`src/rtl/mdio_mgmt_pkg.sv`:
```
// Shared constants and types for the MDIO management controller.
// Assumes clause 22 framing only; bit positions here are software visible.
package mdio_mgmt_pkg;
    localparam int CMD_PHY_LSB  = 0;
    localparam int CMD_REG_LSB  = 8;
    localparam int CMD_WR_BIT   = 13;
    localparam int CMD_RD_BIT   = 14;
    localparam int CMD_DAT_LSB  = 16;
    localparam int ADDR_W       = 5;
    localparam int DATA_W       = 16;
    localparam int PRE_LEN      = 32;
    localparam int FRAME_BITS   = 64;
    localparam int TA_IDX       = 46;
    localparam int DATA_IDX     = 48;

    typedef struct packed {
        logic              is_rd;
        logic [ADDR_W-1:0] phy;
        logic [ADDR_W-1:0] regn;
        logic [DATA_W-1:0] wdata;
    } mdio_cmd_t;

    // Serial image of a frame, transmitted from bit FRAME_BITS-1 downward.
    function automatic logic [FRAME_BITS-1:0] frame_image(input mdio_cmd_t c);
        logic [1:0] op;
        logic [1:0] ta;
        op = c.is_rd ? 2'b10 : 2'b01;
        ta = c.is_rd ? 2'b11 : 2'b10;
        return {{PRE_LEN{1'b1}}, 2'b01, op, c.phy, c.regn, ta,
                (c.is_rd ? {DATA_W{1'b0}} : c.wdata)};
    endfunction
endpackage

```
`src/rtl/mdio_cmd_decode.sv`:
```
// Splits the command word into fields and decides whether a strobe starts a frame.
// Assumes the framer reports busy for the whole frame, including its final cycle.
module mdio_cmd_decode
    import mdio_mgmt_pkg::*;
(
    input  logic        cmd_wr,
    input  logic [31:0] cmd_data,
    input  logic        busy,
    output logic        accept,
    output mdio_cmd_t   cmd
);
    logic want_rd;
    logic want_wr;

    // Field extraction; a read request outranks a write request.
    always_comb begin
        want_rd   = cmd_data[CMD_RD_BIT];
        want_wr   = cmd_data[CMD_WR_BIT];
        cmd.is_rd = want_rd;
        cmd.phy   = cmd_data[CMD_PHY_LSB +: ADDR_W];
        cmd.regn  = cmd_data[CMD_REG_LSB +: ADDR_W];
        cmd.wdata = cmd_data[CMD_DAT_LSB +: DATA_W];
        accept    = cmd_wr && !busy && (want_rd || want_wr);
    end
endmodule

```
`src/rtl/mdio_clkdiv.sv`:
```
// Produces a one-cycle tick every DIV_HALF system clocks while run is high.
// Each tick marks one MDC edge; the counter restarts whenever run is low.
module mdio_clkdiv #(
    parameter int DIV_HALF = 2
) (
    input  logic clk,
    input  logic rst_n,
    input  logic run,
    output logic tick
);
    localparam int CW = $clog2(DIV_HALF + 1);
    localparam logic [CW-1:0] LAST = CW'(DIV_HALF - 1);

    logic [CW-1:0] cnt;

    // Tick when the count reaches its final value inside a running frame.
    always_comb tick = run && (cnt == LAST);

    // Half-period counter, held at zero outside frames.
    always_ff @(posedge clk) begin
        if (!rst_n || !run || tick) cnt <= '0;
        else                        cnt <= cnt + 1'b1;
    end
endmodule

```
`src/rtl/mdio_framer.sv`:
```
// Shifts one management frame onto MDIO, toggling MDC on each divider tick.
// Assumes start is only raised while idle. The PHY's bits are captured on MDC rise.
module mdio_framer
    import mdio_mgmt_pkg::*;
(
    input  logic              clk,
    input  logic              rst_n,
    input  logic              start,
    input  mdio_cmd_t         cmd,
    input  logic              tick,
    input  logic              mdio_i,
    output logic              busy,
    output logic              mdc,
    output logic              mdio_o,
    output logic              mdio_oe,
    output logic              done,
    output logic              done_rd,
    output logic [DATA_W-1:0] rd_word
);
    localparam int BCW = $clog2(FRAME_BITS);
    localparam logic [BCW-1:0] LAST_BIT = BCW'(FRAME_BITS - 1);
    localparam logic [BCW-1:0] TA_POS   = BCW'(TA_IDX);
    localparam logic [BCW-1:0] DAT_POS  = BCW'(DATA_IDX);

    logic [FRAME_BITS-1:0] sreg;
    logic [BCW-1:0]        bitcnt;
    logic                  is_rd;
    logic [DATA_W-1:0]     rsh;
    logic                  rise;
    logic                  fall;

    // Edge events of MDC and end-of-frame detection.
    always_comb begin
        rise    = tick && !mdc;
        fall    = tick && mdc;
        done    = busy && fall && (bitcnt == LAST_BIT);
        done_rd = is_rd;
        rd_word = rsh;
        mdio_o  = busy ? sreg[FRAME_BITS-1] : 1'b1;
        mdio_oe = busy && !(is_rd && (bitcnt >= TA_POS));
    end

    // Frame sequencing: load, toggle MDC, shift on fall, stop after last bit.
    always_ff @(posedge clk) begin
        if (!rst_n) begin
            busy   <= 1'b0;
            mdc    <= 1'b0;
            bitcnt <= '0;
            sreg   <= '0;
            is_rd  <= 1'b0;
        end else if (start) begin
            busy   <= 1'b1;
            mdc    <= 1'b0;
            bitcnt <= '0;
            sreg   <= frame_image(cmd);
            is_rd  <= cmd.is_rd;
        end else if (busy) begin
            if (tick) mdc <= !mdc;
            if (fall) begin
                if (bitcnt == LAST_BIT) busy <= 1'b0;
                else                    bitcnt <= bitcnt + 1'b1;
                sreg <= {sreg[FRAME_BITS-2:0], 1'b0};
            end
        end
    end

    // Read capture: one PHY bit per MDC rise during the data phase.
    always_ff @(posedge clk) begin
        if (!rst_n)                                    rsh <= '0;
        else if (busy && rise && is_rd && bitcnt >= DAT_POS)
                                                       rsh <= {rsh[DATA_W-2:0], mdio_i};
    end
endmodule

```
`src/rtl/mdio_status.sv`:
```
// Holds the write-done and read-ready flags and the last read data.
// Assumes start and done never coincide, since start needs idle and done needs busy.
module mdio_status
    import mdio_mgmt_pkg::*;
(
    input  logic              clk,
    input  logic              rst_n,
    input  logic              start,
    input  logic              start_rd,
    input  logic              done,
    input  logic              done_rd,
    input  logic [DATA_W-1:0] rd_word,
    output logic [31:0]       status
);
    logic              wr_done;
    logic              rd_rdy;
    logic [DATA_W-1:0] rdata;

    // Flag clear on issue, set on completion, per command kind.
    always_ff @(posedge clk) begin
        if (!rst_n) begin
            wr_done <= 1'b0;
            rd_rdy  <= 1'b0;
            rdata   <= '0;
        end else if (start) begin
            if (start_rd) begin
                rd_rdy <= 1'b0;
                rdata  <= '1;
            end else begin
                wr_done <= 1'b0;
            end
        end else if (done) begin
            if (done_rd) begin
                rd_rdy <= 1'b1;
                rdata  <= rd_word;
            end else begin
                wr_done <= 1'b1;
            end
        end
    end

    // Pack the software-visible word.
    always_comb status = {rdata, 14'd0, rd_rdy, wr_done};
endmodule

```
`src/rtl/mdio_mgmt_ctrl.sv`:
```
// Top of the MDIO management controller: decode, clock divider, framer, status.
// Assumes one PHY bus and clause 22 frames; DIV_HALF >= 1 sets the MDC half period.
module mdio_mgmt_ctrl
    import mdio_mgmt_pkg::*;
#(
    parameter int DIV_HALF = 2
) (
    input  logic        clk,
    input  logic        rst_n,
    input  logic        cmd_wr,
    input  logic [31:0] cmd_data,
    output logic [31:0] status,
    output logic        mdc,
    output logic        mdio_o,
    output logic        mdio_oe,
    input  logic        mdio_i
);
    mdio_cmd_t         cmd;
    logic              accept;
    logic              busy;
    logic              tick;
    logic              frame_done;
    logic              done_rd;
    logic [DATA_W-1:0] rd_word;

    mdio_cmd_decode u_dec (
        .cmd_wr(cmd_wr), .cmd_data(cmd_data), .busy(busy),
        .accept(accept), .cmd(cmd)
    );

    mdio_clkdiv #(.DIV_HALF(DIV_HALF)) u_div (
        .clk(clk), .rst_n(rst_n), .run(busy), .tick(tick)
    );

    mdio_framer u_frm (
        .clk(clk), .rst_n(rst_n), .start(accept), .cmd(cmd), .tick(tick),
        .mdio_i(mdio_i), .busy(busy), .mdc(mdc), .mdio_o(mdio_o),
        .mdio_oe(mdio_oe), .done(frame_done), .done_rd(done_rd), .rd_word(rd_word)
    );

    mdio_status u_stat (
        .clk(clk), .rst_n(rst_n), .start(accept), .start_rd(cmd.is_rd),
        .done(frame_done), .done_rd(done_rd), .rd_word(rd_word), .status(status)
    );
endmodule

```
`config.mk`:
```
export PLATFORM = sky130hd
export DESIGN_NAME = mdio_mgmt_ctrl
export DESIGN_NICKNAME = d
export VERILOG_FILES = /design/src/rtl/mdio_mgmt_pkg.sv /design/src/rtl/mdio_cmd_decode.sv /design/src/rtl/mdio_clkdiv.sv /design/src/rtl/mdio_framer.sv /design/src/rtl/mdio_status.sv /design/src/rtl/mdio_mgmt_ctrl.sv
export SDC_FILE = /design/constraint.sdc
export NUM_CORES = 1
export LEC_CHECK = 0
export BUFFER_PORTS_ARGS = -buffer_cell sky130_fd_sc_hd__buf_2
export CAP_MARGIN = 15
export CORE_MARGIN = 2
export CORE_UTILIZATION = 40
export CTS_BUF_LIST = sky130_fd_sc_hd__clkbuf_4
export CTS_CLUSTER_SIZE = 12
export DETAILED_ROUTE_END_ITERATION = 6
export PLACE_DENSITY = 0.6
export SYNTH_ARGS = -nofsm -noshare
export SYNTH_HDL_FRONTEND = slang
export SYNTH_HIERARCHICAL = 1
export SYNTH_SLANG_ARGS = --single-unit
```
`constraint.sdc`:
```
create_clock -name clk -period 6.4 [get_ports clk]
set_clock_uncertainty 0.15 [all_clocks]
set_input_delay 0.32 -clock clk [delete_from_list [all_inputs] [get_ports clk]]
set_output_delay 0.32 -clock clk [all_outputs]
set_load 0.005 [all_outputs]
```
==> impl_metrics.yaml <==
status:
  status: "completed"
worst_setup_path:
  path_class: "reg -> reg"
  path_buf_inv: 0
  required_ns: 6.65
  slowest_stage: "nand3_2"
  cp_cell_sequence: "and2_2, nand3_2, nor3_1, nand3b_4, nand2_4, o221a_2"
  r2r-start: "u_frm/busy"
  max_stage_delay_ns: 0.77
  cp-start-kind: "flip-flop"
  reg2reg_slack_ns: 3.14
  reg2regPathDepth: 6
  worstPathArrival_ns: 3.51
  r2r-end: "u_stat/rdata[9]"
  cp_top_family: "simple AND/OR/NAND/NOR gates"
  worstPathMaxFanout: 52
  cp-end-kind: "flip-flop"
placement:
  gp_congestion: 0.755
  port_buffers: 52
  place_area_mm2: 0.00468
  dp_hpwl_um: 5610
synthesis:
  synth_top_cell_by_area: "dfxtp_1"
  ys_seq_area_share_pct: 46.5
  ys_async_sr_fraction_pct: 0
  synthesis.area_mm2: 0.00470
  yosysWarnings: 6
  synth_cell_types: 41
  synth_top_flop_cell: "dfxtp_1"
  yosys_register_bits: 109
  synth_edf_count: 0
  avgSynthCellArea_um2: 8.68
  netlist_top_cells_area: "dfxtp_1 46%, nand2_1 8.9%, buf_4 7.4%"
  yosys.area.top_type_share_pct: 46.5
  syn_inst: 541
final_layout:
  nFillCells: 1139
  final_core_util_pct: 42.9
  area_growth_pct: 4.32
  drive_gt1_share_pct: 15.8
  num_antenna_cells: 0
  finalInstanceArea_mm2: 0.00490
  nets: 579
power_and_ir_drop:
  power.density_mw_per_mm2: 244
  p_int_w: 0.000890
  irDropWorstVdd_v: 0.000130
  clkPwrFrac_pct: 28.0
  total_power_w: 0.00119
  switchingPower_w: 0.000304
  power_frac_comb_pct: 9.7
  p_leak_nw: 1.87
  seqPwrFrac_pct: 62.3
  switching_share_pct: 25.4
sta:
  max_freq_mhz: 307
  tightestPinTransition_ns: 1.04
  fin_crit_sh_pct: 50.9
  rsz0062_at_grt: "false"
  min_period_ns: 3.26
  relSlewSlack_pct: 30.3
  hold_violations: 0
  whs_ns: 0.0243
  setup_tns_ns: 0
  slew_violations: 0
  setup_viol: 0
route:
  drt_pass1_iterations: 4
  wire_per_inst_um: 13.3
  drt-vias-per-instance: 5.30
  drcViolationCount: 0
  drt_iter0_drc: 298
  wl_um: 9140
  vias: 3642
  postRouteAntennaNets: 0
global_route:
  first_global_vias: 3406
  grt.overflow.total: 0
  grt_max_degree: 63
  grt_pass1_wl_um: 15700
  track_usage_pct: 14.8
  antenna_found_initial: 0
clock_network:
  root_buffer: "clkbuf_4"
  tritoncts: "built"
  post-cts-setup-buffers: 0
  cts_sinks: 109
  cts_buffers: 9
  clockBufferDepth: 2
  htreeDepth: 3
  clk_pin_slew_ns: 0.15
  clock_latency_ns: 0.45
die:
  core_area_mm2: 0.0114
  io_pins: 71
  die_area_mm2: 0.0126
  initial_utilization_pct: 41.1
  die_y_um: 112
  fp.dieW_um: 112
  num_rows: 39
flow_run:
  maxCapViolCount: 0
worst_hold_path:
  hold_start: "cmd_data[8]"
  min_delay_path_depth: 3
  hp-class: "in -> reg"
  hold-path-endpoint: "u_frm/sreg[18]"
[layer usage]
layer	vias up	GRT usage (%)	wire length [um]
li1	1849	-	-
met1	1708	19.0	4310
met2	73	25.0	4280
met3	12	3.46	424
met4	0	4.47	114
met5	-	0	0
[placed cells by master, fill, tap and decap left out, types with 2 or more instances in the layout]
| cell type | n |
|---|---|
| a211oi_1 | 17 |
| a21boi_0 | 7 |
| a21oi_1 | 15 |
| a221oi_1 | 15 |
| a31oi_1 | 47 |
| and2_1 | 3 |
| and3_1 | 2 |
| and4bb_2 | 2 |
| buf_2 | 52 |
| buf_4 | 4 |
| clkbuf_4 | 9 |
| conb_1 | 14 |
| dfxtp_1 | 109 |
| dlygate4sd3_1 | 8 |
| ha_1 | 3 |
| inv_1 | 20 |
| inv_2 | 2 |
| mux2i_1 | 5 |
| nand2_1 | 111 |
| nand2b_1 | 5 |
| nand3_1 | 19 |
| nand4_1 | 2 |
| nor2_1 | 3 |
| nor2b_1 | 2 |
| nor3_1 | 2 |
| o211ai_1 | 2 |
| o21ai_0 | 21 |
| o21ai_1 | 9 |
| o221a_1 | 12 |
| o221a_2 | 4 |
[metrics by stage]
step                setup WS, ns  cells
floorplan                   4.17    554
global placement            3.14    663
detailed placement          3.07    663
CTS                         3.05    686
global route                2.71    687
finish                      3.14    687
[registers in the layout (all words and copies together), names as in the netlist]
register	flops
u_div/cnt	2
u_frm/bitcnt	6
u_frm/busy	1
u_frm/done_rd	1
u_frm/mdc	1
u_frm/rd_word	16
u_frm/sreg	64
u_stat/rd_rdy	1
u_stat/rdata	16
u_stat/wr_done	1
[cell usage after synthesis, types with 15 or more instances]
master and count:
a211oi_1 17, a21oi_1 15, a221oi_1 15, a31oi_1 48, buf_2 19, buf_4 46
clkbuf_1 22, dfxtp_1 109, inv_1 21, nand2_1 111, nand3_1 20, o21ai_0 21
[worst max path at each step]
stage	start	to	slack, ns	cells past startpoint
floorplan	u_frm/busy	u_stat/rdata[15]	4.17	7
global placement	u_frm/busy	u_stat/rdata[9]	3.14	6
detailed placement	u_frm/busy	u_stat/rdata[14]	3.07	6
CTS	u_frm/busy	u_stat/rdata[14]	3.05	6
global route	u_frm/busy	u_stat/rdata[11]	2.71	6
finish	u_frm/busy	u_stat/rdata[9]	3.14	6
[worst reg2reg max path: stages, from the launching register on]
cell      delay (ns)
dfxtp_1         0.58
and2_2          0.29
nand3_2         0.77
nor3_1          0.68
nand3b_4        0.28
nand2_4         0.25
o221a_2         0.22
[layout make-up]
type	instances	area, um2	area share, %
well taps	143	179	3.65
repair buffers	64	370	7.56
flip-flops and latches	109	2180	44.5
clock buffers	9	67.6	1.38
inverters	22	82.6	1.69
multi-input cells	334	1950	39.9
clock inverters	6	63.8	1.30
[cells by family after synthesis]
group / synth area share (%)
XOR/XNOR: 0.187
AND/OR/NAND/NOR: 15.5
flip-flops: 46.5
buffers and inverters: 13.2
other: 0.0799
AO/OA/AOI/OAI: 22.7
adder cells (fa/ha/maj): 0.799
multiplexers: 1.07
[power groups by stage]
stage,clock [W],combinational [W],sequential [W]
after floorplan,0,0.0000984,0.000754
after global placement,0,0.000108,0.000757
after detailed placement,0,0.000111,0.000759
after CTS,0.000351,0.000116,0.000744
after global routing,0.000377,0.000131,0.000750
final,0.000335,0.000115,0.000744
[repair_timing]
| item | in CTS | in global routing |
|---|---|---|
| hold buffers | 8 | 0 |
| hold endpoints to repair | 8 | 0 |
| gates resized for setup | 0 | 0 |
(Power assumes the default switching activity.)
